File: src/rtl/acc_cpu_pkg.sv
package acc_cpu_pkg;

    localparam int DATA_W = 8;
    localparam int ADDR_W = 8;
    localparam int OPC_W  = 4;
    localparam int RSEL_W = 2;
    localparam int NREG   = 1 << RSEL_W;
    localparam int INSN_W = OPC_W + 2 * RSEL_W + ADDR_W;
    localparam int PAD_W  = INSN_W - DATA_W;

    localparam logic [OPC_W-1:0] OP_ADD  = 4'h0;
    localparam logic [OPC_W-1:0] OP_SUB  = 4'h1;
    localparam logic [OPC_W-1:0] OP_LD   = 4'h2;
    localparam logic [OPC_W-1:0] OP_ST   = 4'h3;
    localparam logic [OPC_W-1:0] OP_JMP  = 4'h4;
    localparam logic [OPC_W-1:0] OP_BRZ  = 4'h5;
    localparam logic [OPC_W-1:0] OP_IN   = 4'h6;
    localparam logic [OPC_W-1:0] OP_OUT  = 4'h7;
    localparam logic [OPC_W-1:0] OP_HALT = 4'hF;

    typedef struct packed {
        logic [OPC_W-1:0]  opc;
        logic [RSEL_W-1:0] ra;
        logic [RSEL_W-1:0] rb;
        logic [ADDR_W-1:0] fld;
    } insn_t;

    typedef enum logic [3:0] {
        PH_FADR  = 4'd0,
        PH_FRD   = 4'd1,
        PH_FCAP  = 4'd2,
        PH_FIR   = 4'd3,
        PH_DEC   = 4'd4,
        PH_EXE   = 4'd5,
        PH_WB    = 4'd6,
        PH_LDACC = 4'd7,
        PH_HALT  = 4'd8
    } phase_e;

    function automatic logic opc_known(input logic [OPC_W-1:0] o);
        return (o <= OP_OUT) || (o == OP_HALT);
    endfunction

    function automatic logic opc_writes_reg(input logic [OPC_W-1:0] o);
        return (o == OP_ADD) || (o == OP_SUB) || (o == OP_IN);
    endfunction

    function automatic logic opc_uses_mem(input logic [OPC_W-1:0] o);
        return (o == OP_LD) || (o == OP_ST);
    endfunction

endpackage

File: src/rtl/acc_cpu_regfile.sv
module acc_cpu_regfile
    import acc_cpu_pkg::*;
#(
    parameter int DW = DATA_W,
    parameter int SW = RSEL_W
) (
    input  logic          clk,
    input  logic          rst,
    input  logic          we,
    input  logic [SW-1:0] waddr,
    input  logic [DW-1:0] wdata,
    input  logic [SW-1:0] raddr_a,
    output logic [DW-1:0] rdata_a,
    input  logic [SW-1:0] raddr_b,
    output logic [DW-1:0] rdata_b
);
    localparam int NR = 1 << SW;

    logic [NR-1:0][DW-1:0] bank;

    for (genvar g = 0; g < NR; g++) begin : g_reg
        logic [DW-1:0] q;
        always_ff @(posedge clk) begin
            if (rst) begin
                q <= '0;
            end else if (we && (waddr == SW'(g))) begin
                q <= wdata;
            end
        end
        assign bank[g] = q;
    end

    assign rdata_a = bank[raddr_a];
    assign rdata_b = bank[raddr_b];


    reg_write_chk: assert property (@(posedge clk) disable iff (rst)
        we |=> (bank[$past(waddr)] == $past(wdata)))
        else $error("register write lost");

endmodule

File: src/rtl/acc_cpu_alu.sv
module acc_cpu_alu
    import acc_cpu_pkg::*;
#(
    parameter int DW = DATA_W
) (
    input  logic          sub,
    input  logic [DW-1:0] a,
    input  logic [DW-1:0] b,
    output logic [DW-1:0] y
);
    always_comb begin
        if (sub) y = a - b;
        else     y = a + b;
    end
endmodule

File: src/rtl/acc_cpu_ctrl.sv
module acc_cpu_ctrl
    import acc_cpu_pkg::*;
(
    input  logic             clk,
    input  logic             rst,
    input  logic [OPC_W-1:0] opc,
    output phase_e           phase
);
    phase_e nxt;

    always_comb begin
        nxt = phase;
        case (phase)
            PH_FADR:  nxt = PH_FRD;
            PH_FRD:   nxt = PH_FCAP;
            PH_FCAP:  nxt = PH_FIR;
            PH_FIR:   nxt = PH_DEC;
            PH_DEC:   nxt = opc_known(opc) ? PH_EXE : PH_FADR;
            PH_EXE:   nxt = (opc == OP_HALT) ? PH_HALT : PH_WB;
            PH_WB:    nxt = (opc == OP_LD) ? PH_LDACC : PH_FADR;
            PH_LDACC: nxt = PH_FADR;
            PH_HALT:  nxt = PH_HALT;
            default:  nxt = PH_FADR;
        endcase
    end

    always_ff @(posedge clk) begin
        if (rst) phase <= PH_FADR;
        else     phase <= nxt;
    end


    halt_hold_chk: assert property (@(posedge clk) disable iff (rst)
        (phase == PH_HALT) |=> (phase == PH_HALT))
        else $error("left halt without reset");

endmodule

File: src/rtl/acc_cpu_core.sv
module acc_cpu_core
    import acc_cpu_pkg::*;
(
    input  logic              clk,
    input  logic              rst,
    output logic [ADDR_W-1:0] mem_addr,
    output logic              mem_rd,
    output logic              mem_wr,
    output logic [INSN_W-1:0] mem_wdata,
    input  logic [INSN_W-1:0] mem_rdata,
    input  logic [DATA_W-1:0] in_port_a,
    input  logic [DATA_W-1:0] in_port_b,
    output logic [DATA_W-1:0] out_port_a,
    output logic [DATA_W-1:0] out_port_b,
    output logic              halted
);
    phase_e            phase;
    logic [ADDR_W-1:0] pc;
    logic [ADDR_W-1:0] mar;
    logic [INSN_W-1:0] mdr;
    insn_t             ir;
    logic [DATA_W-1:0] acc;
    logic [DATA_W-1:0] opa;
    logic [DATA_W-1:0] opb;
    logic [DATA_W-1:0] res;
    logic [DATA_W-1:0] outa_q;
    logic [DATA_W-1:0] outb_q;
    logic [DATA_W-1:0] rf_a;
    logic [DATA_W-1:0] rf_b;
    logic [DATA_W-1:0] alu_y;
    logic              rf_we;
    logic              port_sel;

    acc_cpu_ctrl u_ctrl (
        .clk   (clk),
        .rst   (rst),
        .opc   (ir.opc),
        .phase (phase)
    );

    acc_cpu_regfile #(.DW(DATA_W), .SW(RSEL_W)) u_rf (
        .clk     (clk),
        .rst     (rst),
        .we      (rf_we),
        .waddr   (ir.ra),
        .wdata   (res),
        .raddr_a (ir.ra),
        .rdata_a (rf_a),
        .raddr_b (ir.rb),
        .rdata_b (rf_b)
    );

    acc_cpu_alu #(.DW(DATA_W)) u_alu (
        .sub (ir.opc == OP_SUB),
        .a   (opa),
        .b   (opb),
        .y   (alu_y)
    );

    assign port_sel = ir.fld[0];
    assign rf_we    = (phase == PH_WB) && opc_writes_reg(ir.opc);

    always_ff @(posedge clk) begin
        if (rst) begin
            pc     <= '0;
            mar    <= '0;
            mdr    <= '0;
            ir     <= '0;
            acc    <= '0;
            opa    <= '0;
            opb    <= '0;
            res    <= '0;
            outa_q <= '0;
            outb_q <= '0;
        end else begin
            case (phase)
                PH_FADR: mar <= pc;
                PH_FCAP: begin
                    mdr <= mem_rdata;
                    pc  <= pc + 1'b1;
                end
                PH_FIR: ir <= mdr;
                PH_DEC: begin
                    opa <= rf_a;
                    opb <= (ir.opc == OP_SUB) ? ir.fld : rf_b;
                    if (opc_uses_mem(ir.opc)) mar <= ir.fld;
                    if (ir.opc == OP_ST) mdr <= {{PAD_W{1'b0}}, acc};
                end
                PH_EXE: begin
                    case (ir.opc)
                        OP_ADD, OP_SUB: res <= alu_y;
                        OP_IN:  res <= port_sel ? in_port_b : in_port_a;
                        OP_JMP: pc  <= ir.fld;
                        OP_BRZ: if (opa == '0) pc <= ir.fld;
                        OP_OUT: begin
                            if (port_sel) outb_q <= acc;
                            else          outa_q <= acc;
                        end
                        default: ;
                    endcase
                end
                PH_WB: if (ir.opc == OP_LD) mdr <= mem_rdata;
                PH_LDACC: acc <= mdr[DATA_W-1:0];
                default: ;
            endcase
        end
    end

    assign mem_addr   = mar;
    assign mem_wdata  = mdr;
    assign mem_rd     = (phase == PH_FRD) || ((phase == PH_EXE) && (ir.opc == OP_LD));
    assign mem_wr     = (phase == PH_EXE) && (ir.opc == OP_ST);
    assign out_port_a = outa_q;
    assign out_port_b = outb_q;
    assign halted     = (phase == PH_HALT);


    fetch_addr_chk: assert property (@(posedge clk) disable iff (rst)
        (phase == PH_FRD) |-> (mem_rd && (mem_addr == pc)))
        else $error("fetch address differs from PC");


    pc_step_chk: assert property (@(posedge clk) disable iff (rst)
        (phase == PH_FCAP) |=> (pc == $past(pc) + 1'b1))
        else $error("PC did not advance after capture");


    store_data_chk: assert property (@(posedge clk) disable iff (rst)
        mem_wr |-> (mem_wdata == {{PAD_W{1'b0}}, acc}))
        else $error("store data is not the accumulator");


    strobe_excl_chk: assert property (@(posedge clk) disable iff (rst)
        !(mem_rd && mem_wr))
        else $error("read and write together");


    jump_target_chk: assert property (@(posedge clk) disable iff (rst)
        ((phase == PH_EXE) && (ir.opc == OP_JMP)) |=> (pc == $past(ir.fld)))
        else $error("jump target not taken");


    halt_quiet_chk: assert property (@(posedge clk) disable iff (rst)
        halted |-> (!mem_rd && !mem_wr && $stable(out_port_a) && $stable(out_port_b)))
        else $error("activity while halted");

endmodule

File: config.mk
export PLATFORM = sky130hd
export DESIGN_NAME = acc_cpu_core
export DESIGN_NICKNAME = d
export VERILOG_FILES = /design/src/rtl/acc_cpu_pkg.sv /design/src/rtl/acc_cpu_regfile.sv /design/src/rtl/acc_cpu_alu.sv /design/src/rtl/acc_cpu_ctrl.sv /design/src/rtl/acc_cpu_core.sv
export SDC_FILE = /design/constraint.sdc
export NUM_CORES = 1
export LEC_CHECK = 0
export BUFFER_PORTS_ARGS = -buffer_cell sky130_fd_sc_hd__buf_2
export CAP_MARGIN = 5
export CORE_MARGIN = 10
export CORE_UTILIZATION = 25
export CTS_BUF_LIST = sky130_fd_sc_hd__clkbuf_16
export CTS_CLUSTER_SIZE = 40
export DETAILED_ROUTE_END_ITERATION = 10
export SLEW_MARGIN = 20
export SYNTH_ARGS = -nofsm -noshare
export SYNTH_HDL_FRONTEND = slang
export SYNTH_SLANG_ARGS = --single-unit
File: constraint.sdc
create_clock -name clk -period 6.8 [get_ports clk]
set_input_delay 0.68 -clock clk [delete_from_list [all_inputs] [get_ports clk]]
set_output_delay 0.68 -clock clk [all_outputs]
set_load 0.05 [all_outputs]
Word-level counts from Yosys, hierarchy flattened
Index checks and enable logic that the tools add are counted.
W data, S select, Z words.
{ "op_classes": {"n_eq_ne": 24, "add_sub_neg": 3, "n_lt_le_gt_ge": 3, "mux": 20, "reduce_logical": 27, "n_bitwise": 1} }
{ "ops": {"columns": ["cell", "count"], "rows": [
  ["$pmux W8 S2", 4],
  ["$mux W8", 7],
  ["$pmux W16 S3", 1],
  ["$bmux W8 S2", 2],
  ["$eq A4 B3 Y1 const B", 8],
  ["$mux W16", 2],
  ["$pmux W4 S8", 1],
  ["$eq A4 B2 Y1 const B", 4],
  ["$reduce_and A3 Y1", 4],
  ["$add A8 B1 Y8 const B", 1],
  ["$add A8 B8 Y8", 1],
  ["$eq A4 B1 Y1 const B", 2],
  ["$eq A4 B4 Y1 const B", 2],
  ["$logic_not A4 Y1", 2],
  ["$logic_not A8 Y1", 1],
  ["$sub A8 B8 Y8", 1],
  ["$logic_and A1 B1 Y1", 7],
  ["$lt A2 B3 Y1 const B", 2],
  ["$mux W3", 2],
  ["$reduce_bool A2 Y1", 3],
  ["$logic_or A1 B1 Y1", 5],
  ["$eq A2 B2 Y1 const B", 2],
  ["$le A4 B3 Y1 const B", 1],
  ["$mux W4", 1],
  ["10 further kinds", 12]
]} }
{ "word_totals": {"ff_bits": 132, "in_bits": 34, "word_cells": 96} }

Logic depth before layout (Yosys ltp)
Gate-level depths: netlist of run 1.
{ "depth": {"depth_word": 5, "depth_mapped": 11, "mapped_depth_nobuf": 10} }

Modules after synthesis
Synthesis of run 1 repeated with hierarchy kept, for this count alone.
{ "hier_totals": {"cells_unflattened": 716, "hier_area_um2": 6772.7} }
{ "modules_own_cells": {"columns": ["mod", "area_each_um2", "seq_area_each_um2", "cells_per_inst", "instances"], "rows": [
  ["acc_cpu_core", 4383.0, 1921.8, 486, 1],
  ["acc_cpu_regfile", 1676.6, 640.6, 138, 1],
  ["acc_cpu_alu", 454.2, 0.0, 62, 1],
  ["acc_cpu_ctrl", 259.0, 80.1, 30, 1]
]} }

Least setup slack after synthesis of run 1
Ideal clock, no wire load.
{ "synth_timing": {"path_kind": "register to output", "start": "register u_ctrl.phase[3]", "end": "output halted", "slack_ps": 3815, "required_time_ps": 6120, "arrival_ps": 2305, "stages_incl_launch_ff": 3, "path_cell_list": "dfxtp_1 buf_2 nor4b_1"} }
{ "synth_via": {"elab_chain_len": 1} }
{ "synth_lines": {"columns": ["item", "line", "text"], "rows": [
  ["start: declaration", "acc_cpu_ctrl.sv:7", "output phase_e phase"],
  ["start signal: assignment", "acc_cpu_ctrl.sv:29", "else phase <= nxt;"],
  ["$eq A4 B4 Y1", "acc_cpu_core.sv:115", "assign halted = (phase == PH_HALT);"],
  ["end: declaration", "acc_cpu_core.sv:15", "output logic halted"]
]} }
Every way passes these cells.

Worst setup path after layout of run 1
{ "layout_timing": {"start": "register u_ctrl.phase[2]", "end": "output mem_wr"} }
{ "layout_via": {"elab_chain_len": 2} }
{ "layout_lines": {"columns": ["item", "line", "text"], "rows": [
  ["$eq A4 B3 Y1", "acc_cpu_core.sv:112", "assign mem_wr = (phase == PH_EXE) && (ir.opc == OP_ST);"],
  ["$logic_and A1 B1 Y1", "acc_cpu_core.sv:112", null],
  ["end: declaration", "acc_cpu_core.sv:8", "output logic mem_wr,"]
]} }
Every way passes these cells.

==> results.md, run 1 <==
- Final setup violation count: 0
- Worst VDD drop: approximately 100 uV
- GRT Residual Overflow: 0
- NumNets Final: 803
- Layout cells sized above 1: 0.197
- Core area: around 25000 um^2
- Via Count: 5255
- Crit start category: flop
- Slew at the pin with the worst max-slew slack: between 1000 and 1500 ps
- CTS tree: yes
- Syn Nets: between 700 and 800
- Worst R2R Path Depth: 4
- Worst hold endpoint: mem_wdata[14]
- Buffers and inverters on the worst path: 1
- Avg Synthesized Cell Area: 9.10 um^2
- Min-Delay Path Class: input port to flop
- FMAX: 0.291 GHz
- Critical Path RT: 6120 ps
- Worst R2R Setup Slack: just under 4000 ps
- DRC Markers: 0
- Synth unique cells: a little over 60
- CTS max path bufs: 2
- CP max stage cell: nand4bb_1
- Worst r2r src: u_ctrl.phase[2]
- First-pass GRT wire length: ~28000 um
- Filler Cell Count: 2645
- Num CTS Buffers: 17
- Worst setup EP type: primary output
- Prevailing post-synth register cell: dfxtp_1
- Worst reg2reg endpoint: pc[3]
- Vias in the first global route: roughly 5100
- Post-layout util: 0.303
- Starting Density: 0.255
- Cells after synthesis: just over 700
- Vias/cell: about 4.8
- Slew HR: 0.269
- Die height: 181 um
- Root buffer selected by CTS: clkbuf_16
- Synth Register Bits: 132
- Total Neg Setup Slack: 0 ps
- Diode count: 0
- # resized after CTS: 0
- Drt first pass iters: 4
- Remaining antenna violation count: 0
- IO Count: between 70 and 80
- Largest net degree at the start of global routing: 102
- Pwr dens: about 270 nW/um^2
- CP Max Fanout: 15
- Status: complete, no violations
- Area growth syn-to-layout: 18.7%
- Avg WL per Cell: between 15 and 20 um
- H-tree level count: 4
- GRT Total Usage: 0.106
- Die area: around 33000 um^2
- Routability Congestion: ~0.86
- Yosys Warn Count: 0
- Max stage delay on crit path: around 770 ps
- RSZ-0062 raised after global routing: false
- Clk_lat worst skew: 430 ps
- Crit path max-delay family: simple AND/OR/NAND/NOR gates
- Tot Pwr: approximately 2.1 mW
- Initial antenna violation count: 0
- Seq/Total Area, Yosys: 0.409
- Placed wire-length estimate: between 10000 and 15000 um
- Leak Pwr: ~2.7 nW
- Initial DRC Count: ~350
- Hold path start: mem_rdata[14]
- Post-synth EDFFs: 0
- Hold_buf cts: 0
- CP Cell Sequence: nand4bb_1 -> nor3_1 -> buf_2
- WL final: about 18000 um
- Slew Viols, Final: 0
- Row count: 58
- Clock Skew: around 7.3 ps
- CTS Sinks: approximately 130
- WS Path Type: flop to primary output
- Post-CTS Repair Setup Buffers: 0
- Reg clk slew, reported paths: approximately 60 ps
- Hold Violations, Final: 0
- Port buffer count: between 70 and 80
- Die width: about 180 um
- Async set-reset flop share out of synthesis: 0
- Hold Path Stages: 2
- Max Cap Viol: 0
- Synth Cell Area: 6450 um^2
- Post-layout min period: ~3400 ps
- Worst EP arrival: 2760 ps
- Final Cycle Share: 0.506
[power breakdown]
part | total [mW] | leakage (nW) | internal [mW] | switching [mW]
Sequential | 0.825 | 1.07 | 0.796 | 0.0295
Clock | 0.956 | 0.292 | 0.608 | 0.347
Combinational | 0.277 | 1.33 | 0.0971 | 0.180
Total | 2.06 | 2.69 | 1.50 | 0.557
[stage by stage]
step | instance area [um^2] | setup WS (ps) | std cells | hold slack (ps)
6_report | 7660 | 3360 | 1101 | 468
5_1_grt | 7660 | 3220 | 1101 | 462
4_1_cts | 7660 | 3400 | 1101 | 451
3_5_place_dp | 7050 | 3870 | 1070 | 469
3_3_place_gp | 7050 | 3980 | 1070 | 461
2_1_floorplan | 6450 | 3810 | 709 | 449
[final cells by class]
cell class                 instances  area [um^2]  area share
clock inverter                    14          186      0.0243
timing repair buffer              82          428      0.0558
tap                              330          413      0.0539
inverter                           6         22.5     0.00294
multi-input combinational        520         3550       0.463
sequential                       132         2640       0.345
clock buffer                      17          425      0.0555
[cells by family after synthesis]
logic type	count (synthesis)	share of synthesized area
AO/OA/AOI/OAI	139	0.149
XOR/XNOR	11	0.0149
adder cells (fa/ha/maj)	10	0.0206
buffers and inverters	57	0.0438
flip-flops	132	0.409
multiplexers	81	0.157
AND/OR/NAND/NOR	279	0.205
[how the worst max path moves through the flow]
stage | startpoint | to | cells after the start
3_3_place_gp | u_ctrl.phase[2] | mem_wr | 3
3_5_place_dp | u_ctrl.phase[2] | mem_wr | 3
4_1_cts | u_ctrl.phase[2] | mem_wr | 3
6_report | u_ctrl.phase[2] | mem_wr | 3
2_1_floorplan | u_ctrl.phase[3] | halted | 2
5_1_grt | u_ctrl.phase[2] | mem_wr | 3
[sequential cells by signal, indices dropped and copies added (netlist names)]
signal and flops:
opb 8, mem_wdata 16, ir 16, u_rf.g.q 32, res 8, out_port_a 8
pc 8, opa 8, acc 8, out_port_b 8, u_ctrl.phase 4, mem_addr 8
[layout by cell type, fill, tap and decap left out, drive strengths merged, types with 9 or more instances in the layout]
| master | n |
|---|---|
| nor3 | 16 |
| clkbuf | 17 |
| dfxtp | 132 |
| buf | 82 |
| o21ai | 11 |
| a21oi | 65 |
| mux2i | 65 |
| mux4 | 16 |
| nand2b | 9 |
| nor2 | 103 |
| ha | 9 |
| a211oi | 17 |
| nand2 | 112 |
| xnor2 | 9 |
| a311oi | 16 |
[layer usage]
metal / share of wire / wire (um) / GRT usage
met5: 0 / 0 / 0
met4: 0.023 / 408 / 0.0433
met1: 0.47 / 8280 / 0.137
met3: 0.054 / 946 / 0.0279
met2: 0.45 / 7880 / 0.163
[synth_stat cells, drive strengths merged (3+ instances only)]
library cell | number | area share
nand3 | 6 | 0.0047
buf | 22 | 0.023
nor2b | 3 | 0.0029
nor3b | 5 | 0.0058
xnor2 | 9 | 0.012
nand2 | 112 | 0.066
mux2i | 65 | 0.10
a21oi | 65 | 0.051
dfxtp | 132 | 0.41
ha | 9 | 0.017
nor3 | 16 | 0.016
a31oi | 5 | 0.0048
a311oi | 16 | 0.024
nand2b | 9 | 0.0087
nor4b | 3 | 0.0087
clkbuf | 29 | 0.017
o32ai | 3 | 0.0052
inv | 6 | 0.0035
nor2 | 103 | 0.061
nor4 | 7 | 0.011
a22o | 8 | 0.011
mux4 | 16 | 0.056
o21ai | 11 | 0.010
a211oi | 17 | 0.020
No activity file was read; power rests on OpenSTA's default activity.
==> run 2, diff against run 1 <==
==> constraint.sdc (replaced) <==
create_clock -name clk -period 3.5 [get_ports clk]
set_input_delay 0.35 -clock clk [delete_from_list [all_inputs] [get_ports clk]]
set_output_delay 0.35 -clock clk [all_outputs]
set_load 0.05 [all_outputs]
==> run 2 against run 1 <==
Register-to-register slack worse by 3200 ps. Clock skew barely moved. Sequential cell count stayed put. Worst setup slack lost 2600 ps. Cell area fell by 1.2%. Via count is 1.2% lower. Combinational power is 95% higher. Hold slack lost 330 ps. Global-route usage about the same. Clock-buffer cell count unchanged. Power rose by 78%. First-iteration DRC count is 1.4% higher. Critical endpoint is now res[6]. Largest power group is now registers. Highest routed layer unchanged.
==> results.md, run 2 (synthesis results as in run 1) <==
- Pwr dens: 483 nW/um^2 (was 269 nW/um^2)
- Starting Density: 0.255 (unchanged)
- Drt first pass iters: 5 (was 4)
- Worst R2R Setup Slack: 760 ps (was 3930 ps)
- Core area: 25300 um^2 (unchanged)
- CTS tree: yes (unchanged)
- Die width: 181 um (unchanged)
- Via Count: 5192 (was 5255)
- CP Max Fanout: 14 (was 15)
- CTS Sinks: 132 (unchanged)
- Slew Viols, Final: 0 (unchanged)
- Worst R2R Path Depth: 9 (was 4)
- Worst hold endpoint: mem_wdata[10] (was mem_wdata[14])
- Diode count: 0 (unchanged)
- Total Neg Setup Slack: 0 ps (unchanged)
- Layout cells sized above 1: 0.196 (was 0.197)
- Max Cap Viol: 0 (unchanged)
- Hold slack: 142 ps (was 468 ps)
- Max stage delay on crit path: 610 ps (was 770 ps)
- Crit start category: flop (unchanged)
- Hold Violations, Final: 0 (unchanged)
- Clk_lat worst skew: 420 ps (was 430 ps)
- Post-layout min period: 2740 ps
- Crit path max-delay family: simple AND/OR/NAND/NOR gates (unchanged)
- Final setup violation count: 0 (unchanged)
- Clock Skew: 7.72 ps (was 7.27 ps)
- Top reg by flops: u_rf.g.q (unchanged)
- Avg WL per Cell: 15.7 um (was 15.9 um)
- GRT Total Usage: 0.106 (about the same)
- NumNets Final: 807 (was 803)
- CP max stage cell: nor4b_4 (was nand4bb_1)
- Hold path start: mem_rdata[10] (was mem_rdata[14])
- Leak Pwr: 2.66 nW (was 2.69 nW)
- Buffers and inverters on the worst path: 0 (was 1)
- Die area: 32600 um^2 (unchanged)
- Hold_buf cts: 0 (unchanged)
- WL final: 17400 um (was 17500 um)
- Post-CTS Repair Setup Buffers: 0 (unchanged)
- Num CTS Buffers: 17 (unchanged)
- Hold Path Stages: 2 (unchanged)
- Commonest non-fill, non-tap cells in the layout: dfxtp_1, nand2_1, nor2_1 (unchanged)
- Worst VDD drop: 295 uV (was 102 uV)
- Final Cycle Share: 0.782
- WS Path Type: flop to flop (was flop to primary output)
- Root buffer selected by CTS: clkbuf_16 (unchanged)
- Routability Congestion: 0.813 (was 0.862)
- Placed wire-length estimate: 12600 um (was 12500 um)
- First-pass GRT wire length: 28100 um (was 28200 um)
- Port buffer count: 76 (unchanged)
- Post-layout util: 0.299 (was 0.303)
- IO Count: 77 (unchanged)
- RSZ-0062 raised after global routing: false (unchanged)
- GRT Residual Overflow: 0 (unchanged)
- H-tree level count: 4 (unchanged)
- # resized after CTS: 0 (unchanged)
- Die height: 181 um (unchanged)
- Min-Delay Path Class: input port to flop (unchanged)
- CTS max path bufs: 2 (unchanged)
- Worst r2r src: ir[15] (was u_ctrl.phase[2])
- Initial antenna violation count: 0 (unchanged)
- Slew HR: 0.361 (was 0.269)
- Vias/cell: 4.70 (was 4.77)
- Area growth syn-to-layout: 17.4% (was 18.7%)
- Status: complete, no violations (unchanged)
- Initial DRC Count: 353 (was 348)
- Slew at the pin with the worst max-slew slack: 957 ps (was 1100 ps)
- Row count: 58 (unchanged)
- Vias in the first global route: 5145 (was 5127)
- Commonest non-fill, non-tap cell in the layout: dfxtp_1 (unchanged)
- Largest net degree at the start of global routing: 54 (was 102)
- Worst EP arrival: 3030 ps (was 2760 ps)
- CP Cell Sequence: nor4b_4 -> nor2_1 -> xnor2_1 -> ha_1 -> nand2_1 -> o21ai_0 -> mux2i_1 -> a211oi_1 -> nor3_1 (was nand4bb_1 -> nor3_1 -> buf_2)
- Reg clk slew, reported paths: 50 ps (was 60 ps)
- Worst setup EP type: flop (was primary output)
- Remaining antenna violation count: 0 (unchanged)
- FMAX: around 0.37 GHz
- Worst reg2reg endpoint: res[6] (was pc[3])
- Max reg flops: 32 (unchanged)
- Critical Path RT: 3790 ps (was 6120 ps)
- DRC Markers: 0 (unchanged)
-- run 2: metrics by stage --
stage | power, mW | instance area, um^2 | std cells | worst slack, ps
final | 3.66 | 7570 | 1105 | 764
after global routing | 3.83 | 7570 | 1105 | 484
after CTS | 3.70 | 7570 | 1105 | 759
after detailed placement | 2.18 | 7080 | 1074 | 764
after global placement | 2.17 | 7080 | 1074 | 850
after floorplan | 2.05 | 6450 | 709 | 845
-- run 2: power breakdown --
group / internal (mW) / switching (mW)
registers: 1.55 / 0.0550
logic: 0.191 / 0.349
clock network: 0.877 / 0.642
-- run 2: routing by layer --
layer  GRT usage  part of all wire  vias up
li1            -                 -     2620
met5           0                 0        -
met1       0.136              0.48     2474
met2       0.167              0.46       82
met4      0.0361             0.016        0
met3      0.0277             0.039       16
-- run 2: worst max-delay path by stage --
stage                    startpoint     end  slack, ps  cells past startpoint
finish                       ir[15]  res[6]        760                      9
global route                 ir[15]  res[6]        480                      9
CTS                          ir[15]  res[6]        760                      9
detailed placement           ir[15]  res[6]        760                      9
global placement             ir[15]  res[6]        850                      8
floorplan           u_ctrl.phase[3]  halted        840                      2
-- run 2: cell type report --
type | instances | area, um^2
inverter | 6 | 22.5
tap | 330 | 413
clock buffer | 17 | 425
fill | 2644 | 17800
sequential | 132 | 2640
multi-input combinational | 520 | 3540
timing repair buffer | 86 | 458
clock inverter | 14 | 72.6
-- run 2: worst register-to-register path, cell delays in order (launching register included) --
cell	delay, ps
dfxtp_1	510
nor4b_4	620
nor2_1	130
xnor2_1	150
ha_1	330
nand2_1	100
o21ai_0	300
mux2i_1	120
a211oi_1	270
nor3_1	80
==> run 3, diff against run 2 <==
--- a/config.mk
+++ b/config.mk
@@ -5,6 +5,7 @@
 export SDC_FILE = /design/constraint.sdc
 export NUM_CORES = 1
 export LEC_CHECK = 0
+export ABC_AREA = 1
 export BUFFER_PORTS_ARGS = -buffer_cell sky130_fd_sc_hd__buf_2
 export CAP_MARGIN = 5
 export CORE_MARGIN = 10
==> constraint.sdc (replaced) <==
create_clock -name clk -period 2.6 [get_ports clk]
set_input_delay 0.26 -clock clk [delete_from_list [all_inputs] [get_ports clk]]
set_output_delay 0.26 -clock clk [all_outputs]
set_load 0.05 [all_outputs]
==> run 3 against run 2 <==
Cell count up 14%. Clock power up 64%. Area after synthesis down 2.0%. Non-clock buffer count up 3. Global-route usage up 1.2 points. Register-to-register slack worse by 350 ps. Power up 58%. Critical path type unchanged. Highest routed layer unchanged.
==> results.md, run 3 <==
- Status: complete, no violations (unchanged)
- Worst EP arrival: 2550 ps (was 3030 ps)
- Layout cells sized above 1: 0.184 (was 0.196)
- Critical Path RT: 2960 ps (was 3790 ps)
- Avg Synthesized Cell Area: 7.38 um^2 (was 9.10 um^2)
- Num CTS Buffers: 17 (unchanged)
- Port buffer count: 76 (unchanged)
- Synth Register Bits: 132 (unchanged)
- Avg WL per Cell: 14.9 um (was 15.7 um)
- Max reg flops: 32 (unchanged)
- Async set-reset flop share out of synthesis: 0 (unchanged)
- Commonest non-fill, non-tap cells in the layout: o21ai_0, dfxtp_1, nand2_1 (was dfxtp_1, nand2_1, nor2_1)
- Placed wire-length estimate: 13700 um (was 12600 um)
- NumNets Final: 966 (was 807)
- Most common cell in the synthesized netlist: o21ai_0 (was dfxtp_1)
- Remaining antenna violation count: 0 (unchanged)
- Prevailing post-synth register cell: dfxtp_1 (unchanged)
- Die height: 179 um (was 181 um)
- Vias in the first global route: 5610 (was 5145)
- Slew at the pin with the worst max-slew slack: 791 ps (was 957 ps)
- CTS tree: yes (unchanged)
- WL final: 18800 um (was 17400 um)
- Clock Skew: 9.81 ps (was 7.72 ps)
- Slew Viols, Final: 0 (unchanged)
- # resized after CTS: 0 (unchanged)
- Worst setup EP type: flop (unchanged)
- CP Max Fanout: 12 (was 14)
- CTS Sinks: 132 (unchanged)
- Final instance area: 7640 um^2 (was 7570 um^2)
- Crit start category: flop (unchanged)
- First-pass GRT wire length: 30000 um (was 28100 um)
- Max Cap Viol: 0 (unchanged)
- Post-layout min period: 2190 ps (was 2740 ps)
- Leak Pwr: 3.01 nW (was 2.66 nW)
- Synth unique cells: 43 (was 62)
- CTS max path bufs: 2 (unchanged)
- Routability Congestion: 0.876 (was 0.813)
- Hold Path Stages: 3 (was 2)
- RSZ-0062 raised after global routing: false (unchanged)
- Hold Violations, Final: 0 (unchanged)
- Yosys Warn Count: 0 (unchanged)
- DRC Markers: 0 (unchanged)
- Top reg by flops: u_rf.g.q (unchanged)
- WS Path Type: flop to flop (unchanged)
- Min-Delay Path Class: input port to flop (unchanged)
- Final Cycle Share: 0.842 (was 0.782)
- Row count: 58 (unchanged)
- Initial antenna violation count: 0 (unchanged)
- Post-CTS Repair Setup Buffers: 0 (unchanged)
- Filler Cell Count: 2717 (was 2644)
- GRT Residual Overflow: 0 (unchanged)
- GRT Total Usage: 0.117 (was 0.106)
- IO Count: 77 (unchanged)
- Clk_lat worst skew: 420 ps (about the same)
- Largest net degree at the start of global routing: 50 (was 54)
- Die width: 179 um (was 181 um)
- Pwr dens: 758 nW/um^2 (was 483 nW/um^2)
- Synth top area share: 0.418 (was 0.409)
- Syn Nets: 901 (was 753)
- Post-synth EDFFs: 0 (unchanged)
- Starting Density: 0.253 (was 0.255)
- FMAX: 0.457 GHz (was 0.366 GHz)
- Hold_buf cts: 0 (unchanged)
- Root buffer selected by CTS: clkbuf_16 (unchanged)
- Core area: 25000 um^2 (was 25300 um^2)
- Via Count: 5986 (was 5192)
- Hold slack: 102 ps (was 142 ps)
- Diode count: 0 (unchanged)
- Most instantiated cells after synthesis: o21ai_0, dfxtp_1, nand2_1, a21oi_1, inv_1 (was dfxtp_1, nand2_1, nor2_1, mux2i_1, a21oi_1)
- Seq/Total Area, Yosys: 0.418 (was 0.409)
- Initial DRC Count: 441 (was 353)
- Drt first pass iters: 5 (unchanged)
- Post-placement cell area: 7030 um^2 (was 7080 um^2)
- Vias/cell: 4.74 (was 4.70)
- Reg clk slew, reported paths: 60 ps (was 50 ps)
- Commonest non-fill, non-tap cell in the layout: o21ai_0 (was dfxtp_1)
- H-tree level count: 4 (unchanged)
- Worst VDD drop: 497 uV (was 295 uV)
- Cells after synthesis: 857 (was 709)
- Synth Cell Area: 6330 um^2 (was 6450 um^2)
- Top cells by area, synth: dfxtp_1, o21ai_0, a21oi_1 (was dfxtp_1, mux2i_1, nand2_1)
- Post-synth top area cell: dfxtp_1 (unchanged)
- Final setup violation count: 0 (unchanged)
- Die area: 32100 um^2 (was 32600 um^2)
- Total Neg Setup Slack: 0 ps (unchanged)
- Slew HR: 0.472 (was 0.361)
- Worst R2R Path Depth: 13 (was 9)
- Area growth syn-to-layout: 20.8% (was 17.4%)
-- run 3: worst paths after layout --
check	from	slack, ps	end
min reg2reg	u_rf.g_reg[0].q[2]	460	u_rf.g_reg[0].q[2]
max reg2reg	ir[15]	410	res[5]
max	ir[15]	410	res[5]
min	mem_rdata[10]	100	mem_wdata[10]
-- run 3: final cells by class --
type                       instances  area [um^2]  share of cell area
multi-input combinational        584         3100               0.405
sequential                       132         2640               0.346
timing repair buffer              89          503              0.0658
clock buffer                      17          425              0.0556
tap                              330          413              0.0540
inverter                          98          375              0.0491
clock inverter                    14          188              0.0245
-- run 3: kinds of logic (layout without fill, tap and decap cells) --
family	after synthesis	count (layout)	synth area share
flops	132	132	0.418
simple gates	254	254	0.187
buf+inv	141	218	0.0926
xor+xnor	10	10	0.0138
fa+ha+maj	10	10	0.0210
compound gates	310	310	0.268
-- run 3: per-stage QoR --
step	total power [mW]	setup WS, ps	cells	utilization
after detailed placement	3.35	400	1233	0.281
after global routing	6.06	176	1264	0.305
after floorplan	3.07	25.4	857	-
after global placement	3.35	443	1233	0.281
after CTS	5.84	401	1264	0.305
final	5.80	412	1264	0.305
-- run 3: worst max-delay path, cell delays in order, from the launching register on --
cell and delay (ps):
dfxtp_1 330, nor2_2 140, nand3_1 100, inv_1 270, nor2_1 90, xor2_1 150, ha_1 370, nand3_1 90
nand2_1 140, nand2_1 70, nand2_1 70, xor2_1 140, nand2_1 60, a21oi_1 110
-- run 3: metal layers --
metal	track usage	vias to the layer above	routed length (um)
met5	0	-	0
met4	0.0362	0	328
met2	0.186	148	8690
met3	0.0333	25	1050
li1	-	3039	-
met1	0.151	2774	8760
-- run 3: where the power goes --
group	internal, mW	switching, mW
Combinational	0.333	0.733
Sequential	2.13	0.111
Clock	1.59	0.904
